--- src/rtl/halt_chain_pkg.sv ---
package halt_chain_pkg;

  typedef enum logic {
    UNIT_READY = 1'b0,
    UNIT_WAIT  = 1'b1
  } unit_state_t;

  typedef enum logic {
    SEQ_IDLE = 1'b0,
    SEQ_RUN  = 1'b1
  } seq_state_t;

  function automatic int ptr_width(input int n);
    return (n > 1) ? $clog2(n) : 1;
  endfunction

endpackage

--- src/rtl/halt_wait_timer.sv ---
module halt_wait_timer #(
  parameter int LIMIT = 16
) (
  input  logic clk,
  input  logic rst,
  input  logic clr,
  input  logic en,
  output logic expired
);
  localparam int CW = $clog2(LIMIT + 1);

  logic [CW-1:0] count_q;

  always_ff @(posedge clk) begin
    if (rst || clr) begin
      count_q <= '0;
    end else if (en) begin
      count_q <= count_q + CW'(1);
    end
  end

  // High on the last cycle of a LIMIT-cycle wait window.
  assign expired = en && (count_q == CW'(LIMIT - 1));
endmodule

--- src/rtl/halt_port_unit.sv ---
module halt_port_unit
  import halt_chain_pkg::*;
#(
  parameter int TIMEOUT_CYC = 16
) (
  input  logic clk,
  input  logic rst,
  input  logic start,
  input  logic port_ack,
  input  logic port_idle,
  output logic halt_req,
  output logic unit_done,
  output logic unit_fail
);
  unit_state_t state_q;
  logic        wait_over;

  halt_wait_timer #(
    .LIMIT(TIMEOUT_CYC)
  ) u_timer (
    .clk    (clk),
    .rst    (rst),
    .clr    (state_q == UNIT_READY),
    .en     (state_q == UNIT_WAIT),
    .expired(wait_over)
  );

  always_ff @(posedge clk) begin
    if (rst) begin
      state_q   <= UNIT_READY;
      halt_req  <= 1'b0;
      unit_done <= 1'b0;
      unit_fail <= 1'b0;
    end else begin
      unit_done <= 1'b0;
      case (state_q)
        UNIT_READY: begin
          if (start) begin
            if (port_idle) begin
              // Already quiet: finish without raising a request.
              unit_done <= 1'b1;
              unit_fail <= 1'b0;
            end else begin
              halt_req <= 1'b1;
              state_q  <= UNIT_WAIT;
            end
          end
        end
        UNIT_WAIT: begin
          if (port_ack || wait_over) begin
            // Idle is judged on its own, not inferred from ack.
            halt_req  <= 1'b0;
            unit_done <= 1'b1;
            unit_fail <= ~port_idle;
            state_q   <= UNIT_READY;
          end
        end
        default: state_q <= UNIT_READY;
      endcase
    end
  end
endmodule

--- src/rtl/halt_sequencer.sv ---
module halt_sequencer
  import halt_chain_pkg::*;
#(
  parameter int NUM_PORTS = 3
) (
  input  logic                 clk,
  input  logic                 rst,
  input  logic                 cmd,
  input  logic [NUM_PORTS-1:0] unit_done,
  input  logic [NUM_PORTS-1:0] unit_fail,
  output logic [NUM_PORTS-1:0] unit_start,
  output logic                 seq_done,
  output logic [NUM_PORTS-1:0] seq_fail,
  output logic                 busy
);
  localparam int PW = ptr_width(NUM_PORTS);

  seq_state_t           state_q;
  logic [PW-1:0]        ptr_q;
  logic [PW-1:0]        ptr_nxt;
  logic [NUM_PORTS-1:0] acc_q;
  logic [NUM_PORTS-1:0] acc_nxt;

  assign ptr_nxt = ptr_q + PW'(1);

  always_comb begin
    acc_nxt        = acc_q;
    acc_nxt[ptr_q] = unit_fail[ptr_q];
  end

  always_ff @(posedge clk) begin
    if (rst) begin
      state_q    <= SEQ_IDLE;
      ptr_q      <= '0;
      acc_q      <= '0;
      unit_start <= '0;
      seq_done   <= 1'b0;
      seq_fail   <= '0;
    end else begin
      unit_start <= '0;
      seq_done   <= 1'b0;
      case (state_q)
        SEQ_IDLE: begin
          if (cmd) begin
            ptr_q         <= '0;
            acc_q         <= '0;
            unit_start[0] <= 1'b1;
            state_q       <= SEQ_RUN;
          end
        end
        SEQ_RUN: begin
          if (unit_done[ptr_q]) begin
            acc_q <= acc_nxt;
            if (ptr_q == PW'(NUM_PORTS - 1)) begin
              seq_done <= 1'b1;
              seq_fail <= acc_nxt;
              state_q  <= SEQ_IDLE;
            end else begin
              ptr_q               <= ptr_nxt;
              unit_start[ptr_nxt] <= 1'b1;
            end
          end
        end
        default: state_q <= SEQ_IDLE;
      endcase
    end
  end

  assign busy = (state_q == SEQ_RUN);
endmodule

--- src/rtl/bus_halt_chain.sv ---
module bus_halt_chain #(
  parameter int NUM_PORTS   = 3,
  parameter int TIMEOUT_CYC = 10_000_000
) (
  input  logic                 clk,
  input  logic                 rst,
  input  logic                 halt_cmd,
  input  logic [NUM_PORTS-1:0] port_ack,
  input  logic [NUM_PORTS-1:0] port_idle,
  output logic [NUM_PORTS-1:0] halt_req,
  output logic                 halt_done,
  output logic [NUM_PORTS-1:0] halt_fail,
  output logic                 busy
);
  logic [NUM_PORTS-1:0] start_v;
  logic [NUM_PORTS-1:0] done_v;
  logic [NUM_PORTS-1:0] fail_v;

  halt_sequencer #(
    .NUM_PORTS(NUM_PORTS)
  ) u_seq (
    .clk       (clk),
    .rst       (rst),
    .cmd       (halt_cmd),
    .unit_done (done_v),
    .unit_fail (fail_v),
    .unit_start(start_v),
    .seq_done  (halt_done),
    .seq_fail  (halt_fail),
    .busy      (busy)
  );

  for (genvar g = 0; g < NUM_PORTS; g++) begin : g_port
    halt_port_unit #(
      .TIMEOUT_CYC(TIMEOUT_CYC)
    ) u_unit (
      .clk      (clk),
      .rst      (rst),
      .start    (start_v[g]),
      .port_ack (port_ack[g]),
      .port_idle(port_idle[g]),
      .halt_req (halt_req[g]),
      .unit_done(done_v[g]),
      .unit_fail(fail_v[g])
    );
  end
endmodule

--- config.mk ---
export PLATFORM = sky130hd
export DESIGN_NAME = bus_halt_chain
export DESIGN_NICKNAME = d
export VERILOG_FILES = /design/src/rtl/halt_chain_pkg.sv /design/src/rtl/halt_wait_timer.sv /design/src/rtl/halt_port_unit.sv /design/src/rtl/halt_sequencer.sv /design/src/rtl/bus_halt_chain.sv
export SDC_FILE = /design/constraint.sdc
export NUM_CORES = 1
export LEC_CHECK = 0
export BUFFER_PORTS_ARGS = -buffer_cell sky130_fd_sc_hd__buf_2
export CAP_MARGIN = 0
export CORE_ASPECT_RATIO = 1.1
export CORE_UTILIZATION = 30
export DETAILED_ROUTE_END_ITERATION = 16
export GPL_TIMING_DRIVEN = 0
export MAX_ROUTING_LAYER = met4
export SLEW_MARGIN = 5
export SYNTH_ARGS = -nofsm -noshare
export SYNTH_HDL_FRONTEND = slang
export SYNTH_SLANG_ARGS = --single-unit
--- constraint.sdc ---
create_clock -name clk -period 2.1 [get_ports clk]
set_input_delay 0.105 -clock clk [delete_from_list [all_inputs] [get_ports clk]]
set_output_delay 0.105 -clock clk [all_outputs]
set_load 0.01 [all_outputs]
==> impl_metrics.json <==
{
  "hold_viol": 0,
  "finalPower_mw": 3.53,
  "maxSlewViolCount": 0,
  "vias_per_cell": 4.86,
  "worstSetupPathType": "flop to flop",
  "clockBufferDepth": 2,
  "grt_pass1_vias": 3299,
  "synth_nets": 501,
  "clock_latency_ns": 0.34,
  "setup_viol": 0,
  "area_growth_pct": 14.5,
  "worst_ep_arrival_time_ns": 2.16,
  "whs_ns": 0.0128,
  "grt_setup_unrepaired": "no",
  "crit_fanout": 10,
  "finalWirelength_mm": 8.81,
  "die_h_um": 127,
  "post-dp-hpwl_mm": 6.37,
  "worst-path-buf-inv": 1,
  "grt_max_degree": 16,
  "grt_first_pass_wirelength_mm": 14.9,
  "start_util_pct": 30.9,
  "multi_input_area_sq_um": 2260,
  "combPwrFrac_pct": 1.9,
  "grt.overflow.total": 0,
  "yosys_register_bits": 96,
  "crit_chain": "clkbuf_1 -> and2_1 -> nand4_1 -> nor3_2 -> nand3_1 -> mux2_2",
  "cts_buffers": 9,
  "cp_top_family": "simple AND/OR/NAND/NOR gates",
  "cts_max_level": 3,
  "wl_per_cell_um": 12.5,
  "synth-edff-count": 0,
  "internal-power_mw": 2.81,
  "regArea_sq_um": 1920,
  "period_share_pct": 91.6,
  "layout_common_cells": "dfxtp_1, nor2_1, xor2_1, xnor2_1, nand3_1",
  "hold_path_class": "primary input to flop",
  "synthArstFlopShare_pct": 0,
  "port_buffers": 15,
  "synthCells": 483,
  "fin_nets": 527,
  "fill_cells": 1446,
  "crit_required_ns": 2.33,
  "antenna_found_initial": 0,
  "powerDensity_nw_per_um2": 718,
  "slowest_stage": "nand4_1",
  "die_area_sq_um": 14800,
  "drc": 0,
  "syn_area_sq_um": 4290,
  "cts_tree": "done",
  "yosysWarnings": 0,
  "startpoint_type": "flop",
  "dr.pass1.iters": 4,
  "antenna_left": 0,
  "leakage_nw": 1.67,
  "io_pins": 17,
  "place_area_sq_um": 4600,
  "fmax_mhz": 520,
  "crit_path_end_kind": "flop",
  "peakVddDrop_v": 0.000428,
  "die_w_um": 116,
  "cap_violations": 0,
  "clock-sinks": 96,
  "clkTransAtPathRegs_ns": 0.07,
  "antenna_cells": 0,
  "clkPwrFrac_pct": 46.3,
  "drive_gt1_share_pct": 9.34,
  "fp-row-count": 45,
  "synth_area_per_cell_sq_um": 8.89,
  "tns_ns": 0,
  "cts_setup_buffers": 0,
  "fin_area_sq_um": 4920,
  "ys_seq_area_share_pct": 44.8,
  "dr_total_vias": 3415,
  "core_sq_um": 13900,
  "drtIter0Drc": 106,
  "synthDistinctLibCells": 53,
  "slew_headroom_pct": 58.1,
  "r2r_setup_slack_ns": 0.18,
  "gp_congestion": 0.770,
  "critPathMaxStageDelay_ns": 0.32,
  "yosys_most_used_dff": "dfxtp_1",
  "grtUsageTotal_pct": 13.1,
  "switching_share_pct": 20.6,
  "fin_worst_skew_ns": 0.0117,
  "net-switching-power_mw": 0.728,
  "fin_crit_ns": 1.92,
  "p_seq_share_pct": 51.9,
  "mostFrequentLayoutCell": "dfxtp_1",
  "status": "completed",
  "cts-root-buf": "clkbuf_16",
  "tightest_slew_ns": 0.624
}
[metrics by stage]
stage / util, % / worst slack (ns) / instances
4_1_cts: 35.3 / 0.0591 / 702
3_5_place_dp: 33.1 / 0.0870 / 686
3_3_place_gp: 33.1 / 0.158 / 686
5_1_grt: 35.4 / 0.0113 / 702
2_1_floorplan: - / 0.450 / 483
6_report: 35.4 / 0.176 / 702
[metal layers]
layer	part of all wire, %	global-route usage (%)	vias to the layer above
met5	0	-	-
met4	2.1	5.28	0
met3	2.8	2.94	15
met1	46	15.2	1622
met2	49	21.6	44
li1	-	-	1734
[cell type report]
cell class / count / area share [%]
buffer: 16 / 1.55
clock buffer: 11 / 4.94
clock inverter: 5 / 1.14
inverter: 14 / 1.07
multi-input combinational: 357 / 45.9
sequential: 96 / 39.1
tap: 188 / 4.78
timing repair buffer: 15 / 1.53
[state kept, by name (all words and copies together) (netlist names), 2 cells and up]
register                       count
u_seq.unit_start                   3
u_seq.seq_fail                     3
g_port.u_unit.unit_fail            3
g_port.u_unit.halt_req             3
g_port.u_unit.state_q              3
u_seq.acc_q                        2
g_port.u_unit.u_timer.count_q     72
u_seq.ptr_q                        2
g_port.u_unit.unit_done            3
[path summary, 6_finish.rpt]
| kind | startpoint | to | depth (start not counted) |
|---|---|---|---|
| setup / recovery | g_port[0].u_unit.state_q$_SDFF_PP0_ | g_port[0].u_unit.u_timer.count_q[23]$_SDFFE_PP0P_ | 6 |
| hold / removal | port_idle[2] | g_port[2].u_unit.unit_fail$_SDFFE_PP0P_ | 2 |
| setup reg to reg | g_port[0].u_unit.state_q$_SDFF_PP0_ | g_port[0].u_unit.u_timer.count_q[23]$_SDFFE_PP0P_ | 6 |
| hold reg to reg | g_port[0].u_unit.u_timer.count_q[0]$_SDFFE_PP0P_ | g_port[0].u_unit.u_timer.count_q[0]$_SDFFE_PP0P_ | 1 |
[cell families (layout without fill, tap and decap cells)]
group / Yosys count / after routing / synth area share (%)
AO/OA/AOI/OAI: 50 / 50 / 7.20
XOR/XNOR: 58 / 58 / 11.8
adder cells (fa/ha/maj): 9 / 9 / 2.62
buffers and inverters: 30 / 61 / 3.00
flip-flops: 96 / 96 / 44.8
multiplexers: 7 / 7 / 1.69
AND/OR/NAND/NOR: 233 / 233 / 28.9
[repair_timing]
action	4_1_cts	5_1_grt
hold buffers	0	0
setup endpoints to repair	0	7
gates resized for setup	0	2
[power groups by stage]
stage / clock network (mW) / logic, mW / registers [mW]
6_report: 1.63 / 0.0661 / 1.83
5_1_grt: 1.75 / 0.0739 / 1.83
4_1_cts: 1.68 / 0.0663 / 1.83
3_5_place_dp: 0 / 0.0659 / 1.87
3_3_place_gp: 0 / 0.0652 / 1.87
2_1_floorplan: 0 / 0.0400 / 1.87
[worst register-to-register path: stages, from the launching register on]
cell and delay, ns:
dfxtp_1 0.31, clkbuf_1 0.28, and2_1 0.24, nand4_1 0.32, nor3_2 0.28, nand3_1 0.12, mux2_2 0.27
[synth_stat cells (all sizes together), types with 2 or more instances]
cell / instances / area, sq um
a21oi: 20 / 100
nor2: 82 / 308
nor4: 8 / 71.3
a211oi: 2 / 15.0
and3: 15 / 95.1
a31oi: 2 / 12.5
clkbuf: 9 / 33.8
o21ai: 12 / 60.1
nor4b: 8 / 85.1
mux2: 2 / 22.5
nand4: 17 / 113
buf: 7 / 42.5
nor3b: 4 / 30.0
xnor2: 28 / 245
dfxtp: 96 / 1920
nor3: 15 / 80.1
nand2: 25 / 93.8
inv: 14 / 52.6
or3: 9 / 56.3
a32o: 2 / 20.0
ha: 9 / 113
a41o: 2 / 20.0
a41oi: 2 / 17.5
nor2b: 3 / 18.8
nand3: 27 / 135
nand3b: 3 / 22.5
o22ai: 2 / 12.5
mux2i: 5 / 50.1
and2: 7 / 43.8
and4: 3 / 26.3
xor2: 30 / 263
(Power assumes the default switching activity.)
